==> config.mk <==
export PLATFORM = sky130hd
export DESIGN_NAME = pk16_addsub
export DESIGN_NICKNAME = d
export VERILOG_FILES = /design/src/rtl/pk16_pkg.sv /design/src/rtl/pk16_decode.sv /design/src/rtl/pk16_lanes.sv /design/src/rtl/pk16_regfile.sv /design/src/rtl/pk16_addsub.sv
export SDC_FILE = /design/constraint.sdc
export NUM_CORES = 2
export LEC_CHECK = 0
export BUFFER_PORTS_ARGS = -buffer_cell sky130_fd_sc_hd__clkbuf_2
export CELL_PAD_IN_SITES_DETAIL_PLACEMENT = 0
export CELL_PAD_IN_SITES_GLOBAL_PLACEMENT = 1
export CORE_AREA = 2 2 295 297
export CTS_CLUSTER_DIAMETER = 100
export CTS_CLUSTER_SIZE = 28
export DETAILED_ROUTE_END_ITERATION = 7
export DIE_AREA = 0 0 297 299
export PLACE_DENSITY = 0.75
export SLEW_MARGIN = 30
export SYNTH_ARGS = -nofsm -noshare
export SYNTH_HDL_FRONTEND = slang
export SYNTH_SLANG_ARGS = --single-unit
==> constraint.sdc <==
create_clock -name clk_i -period 5.7 [get_ports clk_i]
set_input_delay 0.57 -clock clk_i [delete_from_list [all_inputs] [get_ports clk_i]]
set_output_delay 0.57 -clock clk_i [all_outputs]
set_load 0.1 [all_outputs]
==> src/rtl/pk16_pkg.sv <==
package pk16_pkg;
  localparam int unsigned INSTR_W   = 32;
  localparam int unsigned REG_IDX_W = 4;
  localparam int unsigned NREGS     = 1 << REG_IDX_W;
  localparam int unsigned LANE_W    = 16;
  localparam int unsigned LANES     = 2;
  localparam int unsigned DATA_W    = LANE_W * LANES;

  localparam logic [7:0] GROUP_CODE = 8'h61;
  localparam logic [7:0] CODE_ADD   = 8'hF1;
  localparam logic [7:0] CODE_SUB   = 8'hF7;
  localparam logic [7:0] CODE_ASX   = 8'hF3;
  localparam logic [7:0] CODE_SAX   = 8'hF5;

  typedef enum logic [1:0] {
    OP_ADD = 2'd0,
    OP_SUB = 2'd1,
    OP_ASX = 2'd2,  // lo: a.lo - b.hi, hi: a.hi + b.lo
    OP_SAX = 2'd3   // lo: a.lo + b.hi, hi: a.hi - b.lo
  } op_e;

  typedef struct packed {
    logic                 handled;
    logic                 supported;
    op_e                  op;
    logic [REG_IDX_W-1:0] rd;
    logic [REG_IDX_W-1:0] rn;
    logic [REG_IDX_W-1:0] rm;
  } dec_t;
endpackage

==> src/rtl/pk16_decode.sv <==
module pk16_decode
  import pk16_pkg::*;
(
  input  logic               valid_i,
  input  logic [INSTR_W-1:0] instr_i,
  output dec_t               dec_o
);
  logic [3:0] unused_cond;
  assign unused_cond = instr_i[31:28];

  always_comb begin
    dec_o           = '0;
    dec_o.rn        = instr_i[19:16];
    dec_o.rd        = instr_i[15:12];
    dec_o.rm        = instr_i[3:0];
    dec_o.handled   = valid_i && (instr_i[27:20] == GROUP_CODE);
    dec_o.supported = 1'b1;
    dec_o.op        = OP_ADD;
    unique case (instr_i[11:4])
      CODE_ADD: dec_o.op = OP_ADD;
      CODE_SUB: dec_o.op = OP_SUB;
      CODE_ASX: dec_o.op = OP_ASX;
      CODE_SAX: dec_o.op = OP_SAX;
      default:  dec_o.supported = 1'b0;
    endcase
  end
endmodule

==> src/rtl/pk16_lanes.sv <==
module pk16_lanes
  import pk16_pkg::*;
#(
  parameter int unsigned LW = LANE_W,
  localparam int unsigned DW = LW * LANES
) (
  input  op_e           op_i,
  input  logic [DW-1:0] rn_i,
  input  logic [DW-1:0] rm_i,
  output logic [DW-1:0] res_o
);
  logic exch;
  assign exch = (op_i == OP_ASX) || (op_i == OP_SAX);

  for (genvar g = 0; g < LANES; g++) begin : g_lane
    localparam int unsigned OTHER = LANES - 1 - g;
    logic [LW-1:0] a, b;
    logic          sub;
    assign a   = rn_i[g*LW +: LW];
    assign b   = exch ? rm_i[OTHER*LW +: LW] : rm_i[g*LW +: LW];
    // exchange forms subtract in one lane and add in the other
    assign sub = (op_i == OP_SUB)
               || ((op_i == OP_ASX) && (g == 0))
               || ((op_i == OP_SAX) && (g == 1));
    assign res_o[g*LW +: LW] = sub ? (a - b) : (a + b);
  end
endmodule

==> src/rtl/pk16_regfile.sv <==
module pk16_regfile #(
  parameter int unsigned DW = 32,
  parameter int unsigned NR = 16,
  localparam int unsigned IW = $clog2(NR)
) (
  input  logic          clk_i,
  input  logic          rst_ni,
  input  logic [IW-1:0] ra_idx_i,
  output logic [DW-1:0] ra_o,
  input  logic [IW-1:0] rb_idx_i,
  output logic [DW-1:0] rb_o,
  input  logic [IW-1:0] dbg_idx_i,
  output logic [DW-1:0] dbg_o,
  input  logic          dbg_we_i,
  input  logic [DW-1:0] dbg_wdata_i,
  input  logic          we_i,
  input  logic [IW-1:0] waddr_i,
  input  logic [DW-1:0] wdata_i
);
  logic [NR-1:0][DW-1:0] mem_q;

  assign ra_o  = mem_q[ra_idx_i];
  assign rb_o  = mem_q[rb_idx_i];
  assign dbg_o = mem_q[dbg_idx_i];

  always_ff @(posedge clk_i or negedge rst_ni) begin
    if (!rst_ni) begin
      mem_q <= '0;
    end else begin
      if (dbg_we_i) mem_q[dbg_idx_i] <= dbg_wdata_i;
      if (we_i)     mem_q[waddr_i]   <= wdata_i;  // instruction wins
    end
  end


  write_lands_chk: assert property (@(posedge clk_i) disable iff (!rst_ni)
    we_i |=> mem_q[$past(waddr_i)] == $past(wdata_i));

  for (genvar k = 0; k < NR; k++) begin : g_hold
    // entries not addressed by a write keep their value
    entry_hold_chk: assert property (@(posedge clk_i) disable iff (!rst_ni)
      (!(we_i && waddr_i == k) && !(dbg_we_i && dbg_idx_i == k)) |=> $stable(mem_q[k]));
  end
endmodule

==> src/rtl/pk16_addsub.sv <==
module pk16_addsub
  import pk16_pkg::*;
(
  input  logic                 clk_i,
  input  logic                 rst_ni,
  input  logic                 valid_i,
  input  logic [INSTR_W-1:0]   instr_i,
  input  logic [REG_IDX_W-1:0] dbg_idx_i,
  input  logic                 dbg_we_i,
  input  logic [DATA_W-1:0]    dbg_wdata_i,
  output logic [DATA_W-1:0]    dbg_data_o,
  output logic                 done_o,
  output logic                 wrote_o,
  output logic                 unsup_o
);
  dec_t              dec;
  logic [DATA_W-1:0] rn_val, rm_val, res;
  logic              we;

  pk16_decode i_decode (
    .valid_i (valid_i),
    .instr_i (instr_i),
    .dec_o   (dec)
  );

  pk16_regfile #(.DW(DATA_W), .NR(NREGS)) i_regfile (
    .clk_i       (clk_i),
    .rst_ni      (rst_ni),
    .ra_idx_i    (dec.rn),
    .ra_o        (rn_val),
    .rb_idx_i    (dec.rm),
    .rb_o        (rm_val),
    .dbg_idx_i   (dbg_idx_i),
    .dbg_o       (dbg_data_o),
    .dbg_we_i    (dbg_we_i),
    .dbg_wdata_i (dbg_wdata_i),
    .we_i        (we),
    .waddr_i     (dec.rd),
    .wdata_i     (res)
  );

  pk16_lanes #(.LW(LANE_W)) i_lanes (
    .op_i  (dec.op),
    .rn_i  (rn_val),
    .rm_i  (rm_val),
    .res_o (res)
  );

  assign we = dec.handled && dec.supported;

  always_ff @(posedge clk_i or negedge rst_ni) begin
    if (!rst_ni) begin
      done_o  <= 1'b0;
      wrote_o <= 1'b0;
      unsup_o <= 1'b0;
    end else begin
      done_o  <= dec.handled;
      wrote_o <= we;
      unsup_o <= dec.handled && !dec.supported;
    end
  end


  flags_excl_chk: assert property (@(posedge clk_i) disable iff (!rst_ni)
    (done_o || wrote_o || unsup_o) |-> (done_o && $countones({wrote_o, unsup_o}) == 1));


  done_src_chk: assert property (@(posedge clk_i) disable iff (!rst_ni)
    done_o |-> $past(valid_i && instr_i[27:20] == GROUP_CODE));


  idle_quiet_chk: assert property (@(posedge clk_i) disable iff (!rst_ni)
    !valid_i |=> !done_o);
endmodule

# ---- Word-level counts from Yosys, hierarchy flattened
# Cells that the tools add are included.
dict set report word_totals {
  in_bits 72
  register_bits 515
  out_inout_bits 35
  elab_cells 67
}
dict set report classes {
  n_eq_ne 8
  n_addsub 4
  n_reduce_logical 10
  magnitude_cmp 6
  mux 20
}
# op n
set ops {}
lappend ops {{$bwmux W512} 2}
lappend ops {{$mux W512} 2}
lappend ops {{$bmux W32 S4} 3}
lappend ops {{$demux W32 S4} 2}
lappend ops {{$mux W32} 5}
lappend ops {{$mux W16} 4}
lappend ops {{$add A16 B16 Y16} 2}
lappend ops {{$eq A8 B8 Y1 const B} 4}
lappend ops {{$sub A16 B16 Y16} 2}
lappend ops {{$lt A4 B5 Y1 const B} 4}
lappend ops {{$eq A8 B7 Y1 const B} 1}
lappend ops {{$ge A4 B1 Y1 const B} 2}
lappend ops {{$pmux W2 S3} 1}
lappend ops {{$logic_and A1 B1 Y1} 5}
lappend ops {{$eq A2 B2 Y1 const B} 2}
lappend ops {{$reduce_or A4 Y1} 1}
lappend ops {{$logic_or A1 B1 Y1} 3}
lappend ops {{$eq A2 B1 Y1 const B} 1}
lappend ops {{$logic_not A1 Y1} 1}
lappend ops {{$mux W1} 1}

# ---- Logic depth before layout (Yosys ltp)
dict set report depth {
  depth_word 9
  mapped_depth 26
  mapped_depth_nobuf 20
}

# ---- Hierarchy
# From an unflattened synthesis, not the netlist that was laid out.
dict set report unflattened {
  hier_cells 4349
  hier_area_um2 40377.5
}
# mod n_inst area_per_inst_um2 cells_per_inst
set by_module_without_submodules {}
lappend by_module_without_submodules {pk16_regfile 1 37503.5 3956}
lappend by_module_without_submodules {pk16_lanes 1 2623.8 366}
lappend by_module_without_submodules {pk16_decode 1 158.9 22}
lappend by_module_without_submodules {pk16_addsub 1 91.3 5}

# ---- Worst setup path before layout
# No wires, ideal clock.
dict set report synth_timing {
  path_type {input to register}
  start {input instr_i[16]}
  end {register i_regfile.mem_q[222] in the netlist's numbering}
  t_required_ps 5564
  path_stages 17
  path_buffers 4
  path_slack_ps 358
  arrival_ps 5206
  path_cell_list {buf_1 -> clkbuf_1 -> buf_1 -> mux4_2 -> mux4_2 -> fa_1 -> a21o_1 -> a21oi_1 -> o21bai_1 -> a21o_1 -> a21oi_1 -> o21ai_0 -> a21boi_0 -> o21bai_1 -> xnor2_1 -> clkbuf_1 -> o21ai_0}
}
dict set report synth_via {
  elab_chain_cells 6
  elab_cells_between_ends 7
  cone_classes {add/sub (2); mux (5)}
}
# item line
set synth_rtl {}
lappend synth_rtl {{from (decl)} pk16_addsub.sv:7} ;# input logic [INSTR_W-1:0] instr_i,
lappend synth_rtl {{$bmux W32 S4 (*)} pk16_regfile.sv:22} ;# assign ra_o = mem_q[ra_idx_i];
lappend synth_rtl {{$mux W32 (implied by the code) (*)} pk16_regfile.sv:22}
lappend synth_rtl {{$add A16 B16 Y16 / $sub A16 B16 Y16 (equally long branches)} pk16_lanes.sv:25} ;# assign res_o[g*LW +: LW] = sub ? (a - b) : (a + b);
lappend synth_rtl {{$mux W16 (*)} pk16_lanes.sv:25}
lappend synth_rtl {{$bwmux W512 (*)} pk16_regfile.sv:31} ;# if (we_i) mem_q[waddr_i] <= wdata_i;
lappend synth_rtl {{$mux W512 (*)} pk16_regfile.sv:31}
lappend synth_rtl {{to (signal, indexed assignment)} pk16_regfile.sv:30} ;# if (dbg_we_i) mem_q[dbg_idx_i] <= dbg_wdata_i;
lappend synth_rtl {{to (signal, indexed assignment)} pk16_regfile.sv:31}
lappend synth_rtl {{to (decl)} pk16_regfile.sv:20} ;# logic [NR-1:0][DW-1:0] mem_q;
# Every way passes the cells marked *; elsewhere a longest branch is shown, timed or not. The select of a mux whose other input is x is not followed.

# ---- Final worst setup path
dict set report layout_timing {
  start {input instr_i[1]}
  end {register i_regfile.mem_q[79] in the netlist's numbering}
}
dict set report layout_via {
  elab_chain_cells 7
  elab_cells_between_ends 8
  cone_classes {add/sub (2); mux (6)}
}
# item line
set layout_rtl {}
lappend layout_rtl {{$bmux W32 S4 (*)} pk16_regfile.sv:23} ;# assign rb_o = mem_q[rb_idx_i];
lappend layout_rtl {{$mux W32 (implied by the code) (*)} pk16_regfile.sv:23}
lappend layout_rtl {{$mux W16 (*)} pk16_lanes.sv:20} ;# assign b = exch ? rm_i[OTHER*LW +: LW] : rm_i[g*LW +: LW];
lappend layout_rtl {{$add A16 B16 Y16 / $sub A16 B16 Y16 (equally long branches)} pk16_lanes.sv:25}
lappend layout_rtl {{$mux W16 (*)} pk16_lanes.sv:25}
lappend layout_rtl {{$bwmux W512 (*)} pk16_regfile.sv:31}
lappend layout_rtl {{$mux W512 (*)} pk16_regfile.sv:31}
# Marked as above.

==> impl_metrics.toml <==
[synthesis]
synth.distinct_cells = 57
yosysSeqAreaShare_pct = 33.74
synth_area_um2 = 38200
syn-num-nets = 3445
synth.ff_latch_count = 515
synth_edf_count = 0
synthArstFlopShare_pct = 100.0
synthFlopType = "dfrtp_1"
postSynthAreaPerCell_um2 = 11.44
postSynthCellCount = 3340
yosys_warnings = 0

[clocking]
cts_buffer_depth = 3
clkTransAtPathRegs_ns = 0.11
root_buffer = "clkbuf_16"
numClockSinks = 515
h-tree-depth = 1
cts_tree = "built"
cts_buffers = 30
post_cts_buffers = 0
clk-insertion-delay-late_ns = 0.66

[die]
core_um2 = 85940
dieHeight_um = 299
io_pins = 107
start_util_pct = 44.45
dieArea_um2 = 88800
dieWidth_um = 297
rows = 108

[routing]
wirelength_um = 136100
dr.pass1.iters = 5
drcViolationCount = 0
wl_per_cell_um = 30.50
drtAntennaViolNets = 0
vias_per_cell = 6.662
drt_iter0_markers = 3614
num_vias = 29730

[sta]
setup_viol = 0
hold_viol = 0
tightest_slew_ns = 1.076
fin_skew_ns = 0.02886
fin_crit_ns = 5.190
timing.final.crit_share_pct = 91.05
max_freq_ghz = 0.1927
slew_headroom_pct = 28.23
rsz0062_at_grt = "no"
finalSetupTns_ns = 0
finalMaxSlewViolations = 0

[power_and_ir_drop]
power.total_uw = 15610
irDropWorstVdd_uv = 381.5
p_leak_uw = 0.01717
powerDensity_nw_per_um2 = 373.9

[global_routing]
grt_util_all_layers_pct = 30.39
grt_pass1_vias = 28610
grt_first_pass_wirelength_um = 201000
grt_antenna_before_repair = 4
grt_max_degree = 155
gr-total-overflow = 0

[cells_and_area]
synthToLayoutAreaGrowth_pct = 9.282
fill_cells = 7824
final_common_cell = "dfrtp_1"
drive_gt1_share_pct = 26.44
final_cell_mix = "515 x dfrtp_1, 487 x mux2i_1, 432 x mux4_2"
layout.nets = 3383

[worst_setup_path]
path_class = "in2reg"
critPathSlowestCell = "mux4_1"
max_stage_delay_ns = 0.62
end_kind = "register"
required_ns = 6.25
cp-startpoint = "instr_i[1]"
r2r_cells = 22
crit_path_cell_trace = "buf_4, mux4_1, mux2i_1, buf_4, mux4_2, o211ai_1, nor2b_1, nand4_2, nand2_1, xor2_1, ha_1, a21o_1, a21o_1, a21o_1, nor2_1, a21oi_1, buf_4, o21a_1, o21ai_0, nand2b_1, xnor3_2, buf_12, o21ai_0"
arrival_ns = 5.74
critPathLaunchType = "primary input"
worstPathMaxFanout = 20
rr_startpoint = "i_regfile.mem_q[309]"

[run]
drv_cap = 0

[min_path]
hold_path_startpoint = "instr_i[21]"
min-delay-path-class = "in2reg"
whs_path_depth = 2

[placed_design]
hpwl_um = 83940
routabilityCongestion = 0.9017
port_buffers = 102

[status]
outcome = "finished clean"
-- power by group --
part	internal (µW)	total, µW	leakage, µW	switching (µW)
Clock	1160	2700	0.000531	1540
Sequential	4490	5380	0.00634	895
Combinational	3210	7530	0.0103	4320
-- cell usage after synthesis, types with 4 or more instances --
library cell	number	share of area, %
nor2_1	237	2.3
nor3_1	9	0.12
a21o_1	11	0.22
o21bai_1	5	0.098
o21a_1	4	0.079
mux4_1	29	2.0
a21oi_1	268	3.5
o21ai_0	274	3.6
nand2b_1	14	0.23
inv_1	17	0.17
nor2b_1	67	1.1
nand3_1	25	0.33
mux4_2	432	25
nand4_1	7	0.11
clkbuf_1	260	2.6
a211oi_1	63	1.2
a31oi_1	6	0.098
nand2_1	301	3.0
and2_1	9	0.15
mux2_2	80	2.4
buf_2	17	0.22
or3_1	4	0.065
xor2_1	24	0.55
and3_1	4	0.065
xnor2_1	29	0.66
buf_1	41	0.40
buf_12	4	0.21
buf_4	20	0.39
mux2i_1	487	13
a21oi_2	6	0.14
dfrtp_1	515	34
ha_1	31	1.0
buf_6	6	0.18
-- layer usage --
layer	vias up	global-route usage, %	part of all wire [%]
li1	12520	-	-
met1	15360	43.10	40
met2	1563	47.43	47
met3	279	4.638	9.1
met4	2	11.54	4.2
met5	-	0	0.012
-- worst max-delay path: cells and delay by family --
kind | cells | cell delay, ns
fa+ha+maj | 1 | 0.31
buf+inv | 4 | 0.91
simple gates | 5 | 0.66
xor+xnor | 2 | 0.61
compound gates | 8 | 1.43
mux | 3 | 1.20
-- area by class of cell --
| type | count | area (µm²) | share of cell area (%) |
|---|---|---|---|
| repair buffers | 255 | 2233 | 5.350 |
| clock inverters | 21 | 260.3 | 0.6234 |
| inverters | 17 | 63.81 | 0.1529 |
| clock buffers | 35 | 820.8 | 1.966 |
| well taps | 1155 | 1445 | 3.462 |
| multi-input cells | 2459 | 24020 | 57.55 |
| flip-flops and latches | 515 | 12890 | 30.87 |
| diodes | 5 | 12.51 | 0.02997 |
-- cells by family after synthesis --
kind of cell / Yosys count / share of synthesized area [%]
AOI/OAI and AO/OA: 651 / 9.259
muxes: 1028 / 42.58
buffers and inverters: 366 / 4.147
xor gates and xnor gates: 55 / 1.320
DFF: 515 / 33.74
adders and majority gates: 33 / 1.120
and+or+nand+nor: 692 / 7.835
-- per-stage QoR --
step,area (µm²),hold slack [ns],utilization [%],worst slack [ns],cells
finish,41750,0.09016,48.57,0.5103,4462
global route,41740,0.1049,48.57,0.3245,4459
CTS,41660,0.06642,48.47,0.6199,4455
detailed placement,40570,0.5960,47.20,-0.03554,4398
global placement,40300,0.5835,46.90,0.06037,4388
floorplan,38200,0.2744,-,0.3585,3340
-- flip-flops by register name, indices dropped and copies added (netlist names) --
signal and flops:
i_regfile.mem_q 512, done_o 1, unsup_o 1, wrote_o 1
-- final timing paths --
| check | endpoint | slack [ns] |
|---|---|---|
| setup / recovery | i_regfile.mem_q[79] | 0.51 |
| hold / removal | done_o | 0.09 |
| setup reg to reg | i_regfile.mem_q[79] | 0.57 |
| hold reg to reg | i_regfile.mem_q[333] | 0.62 |
| max in group asynchronous | i_regfile.mem_q[491] | 3.82 |
| min in group asynchronous | i_regfile.mem_q[316] | 0.52 |
-- timing repair --
item,in CTS,in global routing
gates resized for setup,0,0
hold buffers,1,0
hold endpoints to repair,22,0
endpoints found under the setup margin,0,0
(Power assumes the default switching activity.)
